## src/rtl/rid_pkg.sv

```systemverilog
// Package: field positions and policy constants shared by the rank
// interleave decoder. Assumes 32-bit range and target words.
package rid_pkg;
    localparam int REG_W        = 32;
    localparam int VALID_BIT    = 31;
    localparam int LIM_LO       = 1;
    localparam int LIM_BITS     = 11;
    localparam int LIM_SHIFT    = 29;
    localparam int WAYS_LO      = 28;
    localparam int RANK_LO      = 16;
    localparam int RANK_W       = 4;
    localparam int OFF_LO       = 2;
    localparam int OFF_BITS     = 14;
    localparam int OFF_SHIFT    = 26;
    localparam int SHIFT_CLOSED = 6;
    localparam int SHIFT_OPEN   = 13;

    typedef enum logic {PAGE_OPEN = 1'b0, PAGE_CLOSED = 1'b1} page_pol_e;
endpackage

```

## src/rtl/rid_range_search.sv

```systemverilog
// Range search: finds the lowest-numbered valid range whose inclusive
// window [previous upper bound, own upper bound] holds the address.
// Assumes ADDR_W >= LIM_BITS + LIM_SHIFT. Purely combinational.
module rid_range_search
    import rid_pkg::*;
#(
    parameter int ADDR_W     = 40,
    parameter int NUM_RANGES = 4,
    localparam int IDX_W     = (NUM_RANGES > 1) ? $clog2(NUM_RANGES) : 1
) (
    input  logic [ADDR_W-1:0]           addr,
    input  logic [NUM_RANGES*REG_W-1:0] range_cfg,
    output logic                        hit,
    output logic [IDX_W-1:0]            idx,
    output logic [1:0]                  ways_log
);
    logic [ADDR_W-1:0]   upper [NUM_RANGES];
    logic [ADDR_W-1:0]   lower [NUM_RANGES];
    logic [NUM_RANGES-1:0] claim;

    for (genvar g = 0; g < NUM_RANGES; g++) begin : g_rng
        // Upper bound: limit field at its granule with all-ones low bits.
        assign upper[g] = ADDR_W'({range_cfg[g*REG_W+LIM_LO +: LIM_BITS],
                                   {LIM_SHIFT{1'b1}}});
        if (g == 0) begin : g_first
            assign lower[g] = '0;
        end else begin : g_next
            assign lower[g] = upper[g-1];
        end
        // Claim: valid and inside the inclusive window.
        assign claim[g] = range_cfg[g*REG_W+VALID_BIT] &&
                          (lower[g] <= addr) && (addr <= upper[g]);
    end

    // Priority pick: scan from the top so the lowest index wins.
    always_comb begin
        hit = 1'b0;
        idx = '0;
        for (int i = NUM_RANGES - 1; i >= 0; i--) begin
            if (claim[i]) begin
                hit = 1'b1;
                idx = IDX_W'(i);
            end
        end
        ways_log = range_cfg[int'(idx)*REG_W+WAYS_LO +: 2];
    end
endmodule

```

## src/rtl/rid_rank_math.sv

```systemverilog
// Rank arithmetic: removes the power-of-two way count above the
// interleave bit, selects the target word by way index and subtracts
// its offset. Assumes NUM_WAYS is a power of two. Combinational.
module rid_rank_math
    import rid_pkg::*;
#(
    parameter int ADDR_W     = 40,
    parameter int NUM_RANGES = 4,
    parameter int NUM_WAYS   = 4,
    localparam int IDX_W     = (NUM_RANGES > 1) ? $clog2(NUM_RANGES) : 1,
    localparam int WAY_W     = (NUM_WAYS > 1) ? $clog2(NUM_WAYS) : 1
) (
    input  logic [ADDR_W-1:0]                    addr,
    input  page_pol_e                            policy,
    input  logic [IDX_W-1:0]                     range_idx,
    input  logic [1:0]                           ways_log,
    input  logic [NUM_RANGES*NUM_WAYS*REG_W-1:0] target_cfg,
    output logic [RANK_W-1:0]                    chan_rank,
    output logic [ADDR_W-1:0]                    rank_addr
);
    logic [ADDR_W-1:0] above;
    logic [ADDR_W-1:0] squeezed;
    logic [ADDR_W-1:0] low_mask;
    logic [WAY_W-1:0]  way;
    logic [REG_W-1:0]  tword;
    logic [ADDR_W-1:0] offset;
    int                sh;

    // Compression: divide the part above the interleave bit by the ways.
    always_comb begin
        sh       = (policy == PAGE_CLOSED) ? SHIFT_CLOSED : SHIFT_OPEN;
        above    = addr >> sh;
        low_mask = (ADDR_W'(1) << sh) - ADDR_W'(1);
        squeezed = ((above >> ways_log) << sh) | (addr & low_mask);
        way      = above[WAY_W-1:0] & WAY_W'((4'd1 << ways_log) - 4'd1);
    end

    // Target lookup and offset subtraction.
    always_comb begin
        tword     = target_cfg[(int'(range_idx)*NUM_WAYS + int'(way))*REG_W +: REG_W];
        chan_rank = tword[RANK_LO +: RANK_W];
        offset    = ADDR_W'({tword[OFF_LO +: OFF_BITS], {OFF_SHIFT{1'b0}}});
        rank_addr = squeezed - offset;
    end
endmodule

```

## src/rtl/rank_ilv_decoder.sv

```systemverilog
// Rank interleave decoder top: stage 1 registers the range search,
// stage 2 registers the rank arithmetic. A miss pulses resp_miss and
// leaves the decode outputs as they were. Configuration inputs must be
// stable while a request is in flight. Synchronous active-low reset.
module rank_ilv_decoder
    import rid_pkg::*;
#(
    parameter int ADDR_W     = 40,
    parameter int NUM_RANGES = 4,
    parameter int NUM_WAYS   = 4,
    localparam int IDX_W     = (NUM_RANGES > 1) ? $clog2(NUM_RANGES) : 1
) (
    input  logic                                 clk,
    input  logic                                 rst_n,
    input  logic                                 req_valid,
    input  logic [ADDR_W-1:0]                    req_addr,
    input  logic                                 req_close_page,
    input  logic [NUM_RANGES*REG_W-1:0]          range_cfg,
    input  logic [NUM_RANGES*NUM_WAYS*REG_W-1:0] target_cfg,
    output logic                                 resp_valid,
    output logic                                 resp_miss,
    output logic [RANK_W-1:0]                    resp_chan_rank,
    output logic [1:0]                           resp_dimm,
    output logic [1:0]                           resp_rank,
    output logic [ADDR_W-1:0]                    resp_rank_addr
);
    logic              srch_hit;
    logic [IDX_W-1:0]  srch_idx;
    logic [1:0]        srch_ways;

    logic              s1_valid;
    logic              s1_hit;
    logic [IDX_W-1:0]  s1_idx;
    logic [1:0]        s1_ways;
    logic [ADDR_W-1:0] s1_addr;
    page_pol_e         s1_policy;

    logic [RANK_W-1:0] m_rank;
    logic [ADDR_W-1:0] m_addr;

    rid_range_search #(.ADDR_W(ADDR_W), .NUM_RANGES(NUM_RANGES)) u_search (
        .addr     (req_addr),
        .range_cfg(range_cfg),
        .hit      (srch_hit),
        .idx      (srch_idx),
        .ways_log (srch_ways)
    );

    // Stage 1: capture the request and the search result.
    always_ff @(posedge clk) begin
        if (!rst_n) begin
            s1_valid  <= 1'b0;
            s1_hit    <= 1'b0;
            s1_idx    <= '0;
            s1_ways   <= '0;
            s1_addr   <= '0;
            s1_policy <= PAGE_OPEN;
        end else begin
            s1_valid <= req_valid;
            if (req_valid) begin
                s1_hit    <= srch_hit;
                s1_idx    <= srch_idx;
                s1_ways   <= srch_ways;
                s1_addr   <= req_addr;
                s1_policy <= page_pol_e'(req_close_page);
            end
        end
    end

    rid_rank_math #(.ADDR_W(ADDR_W), .NUM_RANGES(NUM_RANGES), .NUM_WAYS(NUM_WAYS)) u_math (
        .addr      (s1_addr),
        .policy    (s1_policy),
        .range_idx (s1_idx),
        .ways_log  (s1_ways),
        .target_cfg(target_cfg),
        .chan_rank (m_rank),
        .rank_addr (m_addr)
    );

    // Stage 2: publish the decode, or flag a miss and hold the outputs.
    always_ff @(posedge clk) begin
        if (!rst_n) begin
            resp_valid     <= 1'b0;
            resp_miss      <= 1'b0;
            resp_chan_rank <= '0;
            resp_dimm      <= '0;
            resp_rank      <= '0;
            resp_rank_addr <= '0;
        end else begin
            resp_valid <= s1_valid;
            resp_miss  <= s1_valid && !s1_hit;
            if (s1_valid && s1_hit) begin
                resp_chan_rank <= m_rank;
                resp_dimm      <= m_rank[3:2];
                resp_rank      <= m_rank[1:0];
                resp_rank_addr <= m_addr;
            end
        end
    end
endmodule

```

## config.mk

```make
export PLATFORM = sky130hd
export DESIGN_NAME = rank_ilv_decoder
export DESIGN_NICKNAME = d
export VERILOG_FILES = /design/src/rtl/rid_pkg.sv /design/src/rtl/rid_range_search.sv /design/src/rtl/rid_rank_math.sv /design/src/rtl/rank_ilv_decoder.sv
export SDC_FILE = /design/constraint.sdc
export NUM_CORES = 1
export LEC_CHECK = 0
export BUFFER_PORTS_ARGS = -buffer_cell sky130_fd_sc_hd__clkbuf_2
export CORE_AREA = 2 2 290 292
export DETAILED_ROUTE_END_ITERATION = 8
export DIE_AREA = 0 0 292 294
export PLACE_DENSITY = 0.3
export SLEW_MARGIN = 20
export SYNTH_ARGS = -nofsm -noshare
export SYNTH_HDL_FRONTEND = slang
export SYNTH_SLANG_ARGS = --single-unit
```

## constraint.sdc

```tcl
create_clock -name clk -period 6.4 [get_ports clk]
set_input_delay 0.32 -clock clk [delete_from_list [all_inputs] [get_ports clk]]
set_output_delay 0.32 -clock clk [all_outputs]
set_load 0.02 [all_outputs]
```

======== After elaboration in Yosys (flattened, before gate mapping) ========
Index checks and enable logic that the tools add are counted.
word-level totals
  register bits after elaboration ......... 97
  input bits .............................. 684
  output and inout port bits .............. 50
  word-level logic and storage cells ...... 55
cells by class
  add/sub/neg operators ................... 5
  $lt $le $gt $ge ......................... 8
  shifts and indexed selects .............. 7
  mux-type cells .......................... 9
  bitwise gates (word level) .............. 3
  reductions and logical operators ........ 11
operators with widths
  kind                                                                              number
  512-bit by 32-bit variable part select with 20-bit output                         1
  40-bit less-or-equal comparator                                                   7
  128-bit by 32-bit variable part select with 2-bit output                          1
  40-bit bitwise AND                                                                1
  1-bit by 40-bit less-or-equal comparator with 1-bit output, first input constant  1
  40-bit bitwise OR                                                                 1
  1-bit by 32-bit left shift with 40-bit output, first input constant               1
  40-bit by 32-bit left shift with 40-bit output                                    1
  40-bit by 2-bit right shift with 40-bit output                                    1
  40-bit by 32-bit right shift with 40-bit output                                   1
  40-bit by 2-bit subtractor with 40-bit output, second input constant              1
  40-bit subtractor                                                                 1
  1-bit logical AND                                                                 10
  7-bit by 5-bit adder with 8-bit output, second input constant                     1
  2-bit 2-to-1 mux                                                                  4
  4-bit by 2-bit adder with 5-bit output                                            1
  1-bit 2-to-1 mux                                                                  4
  4-bit 2-to-1 mux                                                                  1
  2-bit bitwise AND                                                                 1
  1-bit by 2-bit left shift with 2-bit output, first input constant                 1
  2-bit by 1-bit subtractor with 2-bit output, second input constant                1
  1-bit zero test                                                                   1

======== Depth between registers and ports, before layout ========
Gate-level depths: netlist of run 1.
  depth in word-level cells ............... 9
  depth in mapped cells ................... 18
  gate-level depth less buffers ........... 14

======== Hierarchy ========
Synthesis of run 1 repeated with hierarchy kept, for this count alone.
unflattened totals
  cells, all modules ...................... 845
  area, all modules ....................... 8941.1 µm²
modules (own cells, without submodules)
  module            instances  cells an instance  area each (µm²)
  rid_rank_math     1          311                3872.5
  rank_ilv_decoder  1          360                3772.4
  rid_range_search  1          174                1296.2

======== Least setup slack after synthesis of run 1 ========
OpenSTA, ideal clock, no wires.
  kind .................................... reg2reg
  start ................................... register s1_policy
  end ..................................... register resp_rank_addr[38]
  setup time .............................. 0.063 ns
  data arrival time ....................... 4.189 ns
  data required time ...................... 6.337 ns
  slack ................................... 2.148 ns
  cell stages (with the launch flop) ...... 18
  clock period less this slack ............ 4.252 ns
  cells stage by stage .................... dfxtp_1 buf_2 mux2i_4 nor2_4 buf_6 buf_2 mux4_2 mux4_2 ha_1 fa_1 nor2b_1 o21ai_0 a21oi_1 o21ai_0 a211oi_1 nor4_1 or3_1 nand3_1
on the way
  cells in the longest elaborated chain, start to end .. 6
RTL lines
  item                                                                                                              RTL line                                  text
  start, declared                                                                                                   rank_ilv_decoder.sv:36                    page_pol_e s1_policy;
  start signal, assigned                                                                                            rank_ilv_decoder.sv:65                    s1_policy <= page_pol_e'(req_close_page);
  4-bit 2-to-1 mux *                                                                                                rid_rank_math.sv:31                       sh = (policy == PAGE_CLOSED) ? SHIFT_CLOSED : SHIFT_OPEN;
  40-bit by 32-bit right shift with 40-bit output or 1-bit by 32-bit left shift with 40-bit output (tied branches)  rid_rank_math.sv:32, rid_rank_math.sv:33
  2-bit bitwise AND, or another cell as far along                                                                   rid_rank_math.sv:35                       way = above[WAY_W-1:0] & WAY_W'((4'd1 << ways_log) - 4'd1);
  4-bit by 2-bit adder with 5-bit output, or another cell as far along                                              rid_rank_math.sv:40                       tword = target_cfg[(int'(range_idx)*NUM_WAYS + int'(way))*REG_W +: REG_W];
  512-bit by 32-bit variable part select with 20-bit output or 40-bit bitwise OR (tied branches)                    rid_rank_math.sv:40, rid_rank_math.sv:34
  40-bit subtractor *                                                                                               rid_rank_math.sv:43                       rank_addr = squeezed - offset;
  end signal, assigned                                                                                              rank_ilv_decoder.sv:96                    resp_rank_addr <= m_addr;
  end, declared                                                                                                     rank_ilv_decoder.sv:25                    output logic [ADDR_W-1:0] resp_rank_addr
Mark *: on every way between the ends. The rest lies on a longest branch, timed or not.
A chain may end at the register's enable or synchronous reset.

======== Final worst setup path of run 1 ========
  start ................................... register s1_ways[1]
  end ..................................... register resp_rank_addr[38]
on the way
  cells in the longest elaborated chain, start to end .. 6
RTL lines
  item                                                       RTL line                text
  start, declared                                            rank_ilv_decoder.sv:34  logic [1:0] s1_ways;
  start signal, assigned                                     rank_ilv_decoder.sv:63  s1_ways <= srch_ways;
  1-bit by 2-bit left shift with 2-bit output                rid_rank_math.sv:35
  2-bit by 1-bit subtractor with 2-bit output                rid_rank_math.sv:35
  2-bit bitwise AND                                          rid_rank_math.sv:35
  4-bit by 2-bit adder with 5-bit output                     rid_rank_math.sv:40
  512-bit by 32-bit variable part select with 20-bit output  rid_rank_math.sv:40
  40-bit subtractor *                                        rid_rank_math.sv:43
Marks and branches as above.

==> out/results.txt, run 1 <==
The run finished with clean final reports. The count of cells in the finished layout, fillers not included, comes to 2366. The HPWL after detailed placement is 40.0 mm. The count of fill cells added during filler insertion was 9420; the count of flip-flops with a built-in enable after synthesis was 0. The critical path ends at resp_rank_addr[38].

Along the worst path, the maximum fanout reaches 30. The count of final hold-check violations came out at 0. From synthesis to final layout, the design area changed by 41.6%. Timing analysis after detailed placement gives a worst setup slack of 1.37 ns. Via count of the first global-routing pass: 8898. The residual antenna-violating net count after detailed routing was 0; the post-cts hold buffer count was 0.

The buffer depth of the longest clock path is 2. The root buffer cell chosen for the clock tree is sky130_fd_sc_hd__clkbuf_16. The tool flagged a number of max-cap violations equal to 0.

After clock tree synthesis, the setup repair step added 0 buffers. During I/O placement, the number of pins put on the boundary was 734. Dividing the detail-routed via count by the number of cells gives 3.67. Number of setup violations in the final report: 0. Die width: 292 um. TritonCTS built the clock tree. The die is 294 um tall.

The final clock period utilization by the worst path was 0.779. Cell type contributing the most total cell area after synthesis: sky130_fd_sc_hd__mux4_2. The measured slew at the worst slew-check pin is 0.931 ns. Adding up every negative setup slack in the final design gives 0 ns. Across the VDD grid, the largest voltage drop is 0.000133 V. The tools report the setup slack on the worst flop-to-flop path as 1.41 ns.

The DRC marker count from the first detailed-route iteration came out at 528. The net count of the finished layout is 2023. Ranked by total cell area, the synthesized netlist is headed by sky130_fd_sc_hd__mux4_2 27%, sky130_fd_sc_hd__dfxtp_1 21%, sky130_fd_sc_hd__mux2i_1 9.6%.

The post-synthesis average cell area was 9.93 sq um. CTS saw 93 sinks. The worst setup path category is flop to flop. The run gives 5.31 ns as the data arrival time of the worst path. The proportion of synthesized chip area in sequential cells is 0.212, and the placed instance count is 2350. In this run the standard cell core region covers 82900 sq um. STA puts the critical path data required time at 6.72 ns. Type of the tightest min-delay check: primary input to flop.

The routed wire length is 46.7 mm. The tools report the relative slew slack as 0.379. The via count of the routed design was 8687. The setup clock skew after layout was 0.0138 ns; the DRC violations left was 0. Yosys instantiated no cell more often than sky130_fd_sc_hd__mux4_2.

In the final routed layout, each cell accounts on average for 19.7 um. After synthesis, the most frequently instantiated cells are 107 x sky130_fd_sc_hd__mux4_2, 93 x sky130_fd_sc_hd__dfxtp_1, 86 x sky130_fd_sc_hd__nand2_1. The number of nets handed over by synthesis was 1627. The worst setup path is captured at a flop.

Maximum level of the CTS H-tree: 3. In the synthesized netlist, the number of instances is 885. Entering global routing, the biggest net connects 96 pins.

The number of cells on the worst reg-to-reg path came out at 15. Combined global-route utilization of all metal layers: 0.105. The initial cell density of the core was 0.106. Setup repair after global routing left no endpoint under its margin. The async set or reset register ratio after synthesis came out at 0. The max-slew violation total from the final report was 0. The post-synthesis sequential element count came out at 93.

For this run, the leading register cell type out of synthesis is sky130_fd_sc_hd__dfxtp_1. The tools report the kind of start point of the critical path as a flop. The final critical path time including I/O delays and setup was 4.99 ns; the detailed-routing iteration count for the pre-antenna-repair pass was 4. The tools report the launching point of the worst reg2reg path as s1_ways[1].

In this run the cell area of the synthesized design comes to 8790 sq um. The worst-case setup margin in the final layout was 1.41 ns; the initial antenna violation count was 11. The total CTS buffers was 9.

During synthesis, Yosys emitted a total of 0 warnings. The analysis attributes to cell leakage a power of 5.33 nW. Floorplan row count: 106. The clock reaches the later pin of the worst-skew pair after 0.38 ns.

The share of final-layout standard cells stronger than drive strength 1 is 0.458. The area share of the largest cell type after synthesis works out to 0.274. In this run the critical register-to-register path is captured at resp_rank_addr[38]. The post-cts gate resize count was 0; the clock transition time at the flip-flop clock pins of the worst setup and hold paths was 0.08 ns. After global routing the overflow that remains totals 0. For this run, the top clock speed supported by timing is 200 MHz. Tracing the worst setup path back leads to its startpoint at s1_ways[1]. The end-of-flow core utilization is 0.150, and the first-pass GRT wire length is 64.6 mm. The floorplan step defined a die boundary enclosing 85800 sq um. In this run the power density over the cells is 162 nW/um^2. The congestion estimate from routability-driven global placement came to 0.863. Count of port buffers added during placement: 437. Count of unique library cells instantiated by Yosys: 54.
worst max-delay path, cell delays in order (launching register included):
cell and delay, ns:
sky130_fd_sc_hd__dfxtp_1 0.32, sky130_fd_sc_hd__buf_4 0.32, sky130_fd_sc_hd__inv_1 0.14, sky130_fd_sc_hd__nor2_4 0.66, sky130_fd_sc_hd__buf_4 0.42, sky130_fd_sc_hd__mux4_2 0.36, sky130_fd_sc_hd__mux4_2 0.56, sky130_fd_sc_hd__fa_1 0.44
sky130_fd_sc_hd__nor2b_1 0.16, sky130_fd_sc_hd__o21ai_0 0.12, sky130_fd_sc_hd__a21oi_1 0.21, sky130_fd_sc_hd__o21ai_0 0.18, sky130_fd_sc_hd__a211oi_1 0.39, sky130_fd_sc_hd__nor4_1 0.13, sky130_fd_sc_hd__or3_1 0.38, sky130_fd_sc_hd__nand3_1 0.08
flip-flops by register name, indices dropped and copies added (netlist names):
name,flops
s1_valid,1
s1_policy,1
resp_valid,1
s1_hit,1
s1_ways,2
resp_rank_addr,40
s1_idx,2
s1_addr,40
resp_miss,1
resp_chan_rank,4
metal layers:
metal | share of wire | track usage | vias up
li1 | - | - | 4114
met1 | 0.47 | 0.148 | 4246
met2 | 0.45 | 0.160 | 285
met3 | 0.059 | 0.0227 | 34
met4 | 0.012 | 0.0275 | 8
met5 | 0.0010 | 0 | -
how the worst min path moves through the flow:
| stage | startpoint | end | slack, ns | cells past startpoint |
|---|---|---|---|---|
| final | req_addr[0] | s1_addr[0] | 0.23 | 3 |
| after global routing | req_addr[12] | s1_addr[12] | 0.23 | 3 |
| after CTS | req_addr[13] | s1_addr[13] | 0.18 | 3 |
| after detailed placement | resp_rank_addr[0] | resp_rank_addr[0] | 0.46 | 2 |
| after global placement | s1_addr[1] | resp_rank_addr[1] | 0.45 | 2 |
| after floorplan | s1_hit | resp_miss | 0.42 | 1 |
through the flow:
stage / cell area [sq um] / hold WS, ns / power, mW
after global routing: 12400 / 0.226 / 2.17
after CTS: 12400 / 0.183 / 2.08
after floorplan: 8790 / 0.422 / 1.11
after detailed placement: 12100 / 0.460 / 1.44
final: 12400 / 0.226 / 2.02
after global placement: 12100 / 0.449 / 1.44
kinds of logic after synthesis:
group | after synthesis | synth area share
DFF | 93 | 0.212
muxes | 194 | 0.376
adders and majority gates | 58 | 0.0835
AOI/OAI and AO/OA | 147 | 0.106
and+or+nand+nor | 266 | 0.155
xor gates and xnor gates | 8 | 0.00798
buffers and inverters | 119 | 0.0590
final cells by class:
type	instances	area, sq um	share of cell area
multi-input cells	673	6410	0.516
repair buffers	454	2310	0.186
clock buffers	9	225	0.0181
inverters	50	188	0.0151
well taps	1080	1350	0.109
clock inverters	4	76.3	0.00613
flip-flops and latches	93	1870	0.150
diodes	3	7.51	0.000603
cells in the final DEF, fill, tap and decap left out, types with 4 or more instances in the layout:
cell type,Yosys,layout
sky130_fd_sc_hd__clkbuf_2,0,437
sky130_fd_sc_hd__mux4_2,107,107
sky130_fd_sc_hd__dfxtp_1,93,90
sky130_fd_sc_hd__nand2_1,86,85
sky130_fd_sc_hd__mux2i_1,84,84
sky130_fd_sc_hd__nor2b_1,58,58
sky130_fd_sc_hd__ha_1,57,57
sky130_fd_sc_hd__inv_1,50,50
sky130_fd_sc_hd__a21oi_1,42,42
sky130_fd_sc_hd__nor2_1,35,35
sky130_fd_sc_hd__o21ai_0,33,33
sky130_fd_sc_hd__a211oi_1,20,20
sky130_fd_sc_hd__nand3_1,20,20
sky130_fd_sc_hd__and2_1,18,18
sky130_fd_sc_hd__a21boi_0,18,18
sky130_fd_sc_hd__buf_4,6,17
sky130_fd_sc_hd__nand4_1,15,15
sky130_fd_sc_hd__clkbuf_16,0,9
sky130_fd_sc_hd__nand3b_1,7,7
sky130_fd_sc_hd__nor3_1,6,6
sky130_fd_sc_hd__a21o_1,6,6
sky130_fd_sc_hd__xnor2_1,5,5
sky130_fd_sc_hd__a31oi_1,4,4
power breakdown:
part	switching [mW]	total (mW)	internal, mW
Sequential	0.0381	0.644	0.606
Clock	0.263	0.600	0.337
Combinational	0.407	0.774	0.367
Total	0.708	2.02	1.31
Power figures use the tool's default switching activity.
==> run 2: changes to the inputs <==
--- a/config.mk
+++ b/config.mk
@@ -5,11 +5,12 @@
 export SDC_FILE = /design/constraint.sdc
 export NUM_CORES = 1
 export LEC_CHECK = 0
+export ABC_AREA = 1
 export BUFFER_PORTS_ARGS = -buffer_cell sky130_fd_sc_hd__clkbuf_2
-export CORE_AREA = 2 2 290 292
+export CORE_AREA = 2 2 282 284
 export DETAILED_ROUTE_END_ITERATION = 8
-export DIE_AREA = 0 0 292 294
-export PLACE_DENSITY = 0.3
+export DIE_AREA = 0 0 284 286
+export PLACE_DENSITY = 0.31
 export SLEW_MARGIN = 20
 export SYNTH_ARGS = -nofsm -noshare
 export SYNTH_HDL_FRONTEND = slang
==> constraint.sdc (replaced) <==
create_clock -name clk -period 4.16 [get_ports clk]
set_input_delay 0.208 -clock clk [delete_from_list [all_inputs] [get_ports clk]]
set_output_delay 0.208 -clock clk [all_outputs]
set_load 0.02 [all_outputs]
==> out/results.txt, run 2 <==
The count of flip-flops with a built-in enable after synthesis is 0 (unchanged). Worst ir drop on vdd: 0.000221 V (+66%). The tools report the clock tree root buffer cell as sky130_fd_sc_hd__clkbuf_16. Buffer depth of the longest clock path: 2 (unchanged).

The run gives 0 (unchanged) as the count of final hold-check violations. The setup clock skew after layout is 0.00969 ns (-0.00411 ns). The final sum of negative setup slack is 0 ns (unchanged), and the detail-routed via count per cell is 4.01 (+9.2%). The worst hold path belongs to the class primary input to flop.

The max-cap check violation count is 0 (unchanged), and the cell count after synthesis is 1570 (+77%). Relative slew slack: 0.351 (-0.0282). In this design, the largest share of critical-path delay is due to compound AO/OA/AOI/OAI gates.

The per-cell routed wire length is 20.0 um (+1.4%). The flow ran to the end, and the final reports show no timing, DRC or antenna violations. The run gives 103 (-2.8%) as the floorplan row count. The total CTS buffers came out at 9 (unchanged). The largest registers in the layout are resp_rank_addr (40), s1_addr (40), resp_chan_rank (4). The number of warnings printed during yosys synthesis is 0 (unchanged), and the end-of-flow core utilization is 0.170 (+0.0197). The tools report the number of nets produced by synthesis as 2312 (+42%). The post-synthesis average cell area is 5.97 sq um (-40%). The total power is 3.59 mW (+78%). The critical path goes through inv_1 -> nand2_1 -> nand2_4 -> nand2_8 -> inv_4 -> buf_12 -> buf_4 -> nor2_1 -> o21ai_0 -> buf_4 -> o221ai_1 -> nand2_1 -> inv_1 -> ha_1 -> a21oi_1 -> o21ai_0 -> a31oi_2 -> o21ai_0 -> xor2_1 -> o21ai_0 -> inv_1.

For the area enclosed by the die boundary, the log shows 81200 sq um (-5.4%). The DRC marker count from the first detailed-route iteration is 481 (-8.9%). The number of buffer and inverter stages on the critical path is 7 (+4), and the number of setup violations in the final report is 0 (unchanged). The HPWL reported at the end of detailed placement was 51.5 mm (+29%). The worst-path maximum fanout came out at 23 (-23%).

Data arrival time of the worst path: 4.07 ns (-1.24 ns). The logs give 60 (-38%) for the maximum number of pins on one net before global-route repair and 0 (unchanged) for the post-cts hold buffer count. The worst endpoint required time was 4.43 ns (-2.29 ns).

Clock transition time at the flip-flop clock pins of the worst setup and hold paths: 0.07 ns (about the same). The detailed-routing iteration count for the pre-antenna-repair pass came out at 5 (+1). Vertical die dimension: 286 um (-2.7%). The setup slack on the worst flop-to-flop path came out at 0.36 ns (-1.05 ns). The commonest cells after synthesis are 375 x sky130_fd_sc_hd__nand2_1, 235 x sky130_fd_sc_hd__nor2_1, 183 x sky130_fd_sc_hd__o21ai_0. The die width came out at 284 um (-2.7%).

The run gives 60.8 mm (+30%) as the routed wire length. Power density of the placed cells: 270 nW/um^2 (+66%). Worst setup path category: flop to flop.

For the via count of the first global-routing pass, the log shows 12300 (+39%). The leading cell type in the layout, fill and taps excluded is sky130_fd_sc_hd__clkbuf_2. Clock insertion delay at the later pin of the skew report: 0.38 ns (about the same). The residual antenna-violating net count after detailed routing was 0 (unchanged); the layout overhead on the synthesized area was 41.9%. The worst setup path is captured at a flop. TritonCTS built the clock tree. The final clock period utilization by the worst path came out at 0.913 (+0.134). Async set or reset register ratio after synthesis: 0 (unchanged).

Summed over all instances, the cell type with the most area after synthesis is sky130_fd_sc_hd__dfxtp_1. The proportion of synthesized chip area in sequential cells is 0.199 (-0.0133). The run gives 0.120 (+0.0136) as the initial cell density of the core.

For the top-level port count, the log shows 734 (unchanged). Most repeated library cell on the critical path: sky130_fd_sc_hd__o21ai_0. The tools report the timing-limited maximum frequency as 263 MHz (+31%). Share of final-layout standard cells stronger than drive strength 1: 0.273 (-0.185). The biggest cell delay along the critical path came out at 0.43 ns (-0.23 ns). The maximum level of the CTS H-tree is 3 (unchanged), and the area of the placeable core is 78400 sq um (-5.5%). Kind of start point of the critical path: a flop. The most frequently used cell type in the post-synthesis netlist is sky130_fd_sc_hd__nand2_1. The post-layout net count came out at 2711 (+34%). The cell leakage power was 6.60 nW (+24%); the final weighted congestion of routability-driven global placement was 0.942 (+9.1%).

The logs give 0 (unchanged) for the total grt overflow and 93 (unchanged) for the count of clock tree sinks. The post-synthesis sequential element count works out to 93 (unchanged). In the layout the commonest cells are 437 x sky130_fd_sc_hd__clkbuf_2, 375 x sky130_fd_sc_hd__nand2_1, 235 x sky130_fd_sc_hd__nor2_1. The post-route non-filler standard cell count is 3036 (+28%). Count of unique library cells instantiated by Yosys: 43 (-20%). The tools report the initial antenna violation count as 31 (+20).

Via count of the routed design: 12200 (+40%). The area share of the largest cell type after synthesis was 0.199 (-0.0757). After synthesis, the cell types taking the most area are sky130_fd_sc_hd__dfxtp_1 20%, sky130_fd_sc_hd__nand2_1 15%, sky130_fd_sc_hd__o21ai_0 9.8%.

The final critical path time including I/O delays and setup came out at 3.80 ns (-1.19 ns). The tools report the placed instance count as 3007 (+28%). The max-slew violation total from the final report was 0 (unchanged); the measured slew at the worst slew-check pin was 0.972 ns (+0.0412 ns). The tools report the first-pass GRT wire length as 85.2 mm (+32%). On the critical path, the stage with the largest delay is an instance of sky130_fd_sc_hd__dfxtp_2.

The logs give 9370 sq um (+6.7%) for the post-synthesis instance area and 0.0785 ns (-0.147 ns) for the worst hold slack across all endpoints. DRC violations left: 0 (unchanged). Among all flip-flop cells after synthesis, the most frequent one is sky130_fd_sc_hd__dfxtp_1. Setup repair after global routing left no endpoint under its margin. Combined global-route utilization of all metal layers: 0.145 (+0.0402).

The count of port buffers added during placement works out to 437 (unchanged).
==> run 2: cell count changes after synthesis, moves of 21 or more <==
cell	delta
sky130_fd_sc_hd__o211ai_1	+34
sky130_fd_sc_hd__o21ai_0	+150
sky130_fd_sc_hd__a21oi_1	+36
sky130_fd_sc_hd__inv_1	+79
sky130_fd_sc_hd__clkbuf_1	+21
sky130_fd_sc_hd__mux2i_1	-60
sky130_fd_sc_hd__nor2b_1	-58
sky130_fd_sc_hd__nand3_1	+85
sky130_fd_sc_hd__mux4_2	-107
sky130_fd_sc_hd__nor2_1	+200
sky130_fd_sc_hd__nand2_1	+289
==> run 2: final cells by class <==
cell class | count | area (sq um)
Tap cell | 1050 | 1310
Fill cell | 9372 | 65100
Inverter | 134 | 508
Sequential cell | 93 | 1860
Clock buffer | 10 | 229
Clock inverter | 6 | 76.3
Multi-Input combinational cell | 1232 | 6500
Antenna cell | 12 | 30.0
Timing Repair Buffer | 499 | 2790
==> run 2: per-layer routing <==
metal,GRT usage,share of wire,vias up
met5,0,0.0015,-
met4,0.0574,0.037,14
met3,0.0301,0.046,79
met2,0.273,0.52,376
met1,0.158,0.40,5615
li1,-,-,6084
==> run 2: final timing paths <==
path,startpoint,to,cells after the start
worst max-delay path,s1_policy,resp_rank_addr[36],21
worst min-delay path,req_addr[2],s1_addr[2],3
worst max register to register,s1_policy,resp_rank_addr[36],21
worst min register to register,s1_valid,resp_valid,2
==> run 2: timing repair <==
item | in CTS | in global routing
resized for setup | 0 | 12
buffers inserted | 0 | 0
endpoints found under the setup margin | 0 | 5
==> run 2: power by group <==
part	internal, mW	total (mW)	switching (mW)
Sequential	0.943	0.984	0.0412
Combinational	0.684	1.70	1.02
Clock	0.480	0.908	0.428
==> run 2: through the flow <==
stage	cell area, sq um	setup slack (ns)
detailed placement	12900	0.0763
global route	13300	0.00348
finish	13300	0.361
floorplan	9370	1.03
global placement	12900	0.0679
CTS	13200	0.0555
==> run 2: cell families (layout without fill, tap and decap cells) <==
| logic type | count (synthesis) | after routing | synth area share |
|---|---|---|---|
| multiplexers | 24 | 24 | 0.0256 |
| AND/OR/NAND/NOR | 739 | 739 | 0.319 |
| XOR/XNOR | 10 | 10 | 0.00934 |
| buffers and inverters | 245 | 649 | 0.113 |
| other | 0 | 12 | 0 |
| AO/OA/AOI/OAI | 401 | 401 | 0.256 |
| adder cells (fa/ha/maj) | 58 | 58 | 0.0782 |
| flip-flops | 93 | 93 | 0.199 |
==> run 2: worst min-delay path, cell delays in order <==
cell,delay (ns)
sky130_fd_sc_hd__clkbuf_2,0.09
sky130_fd_sc_hd__nor2_1,0.04
sky130_fd_sc_hd__nor2_1,0.08
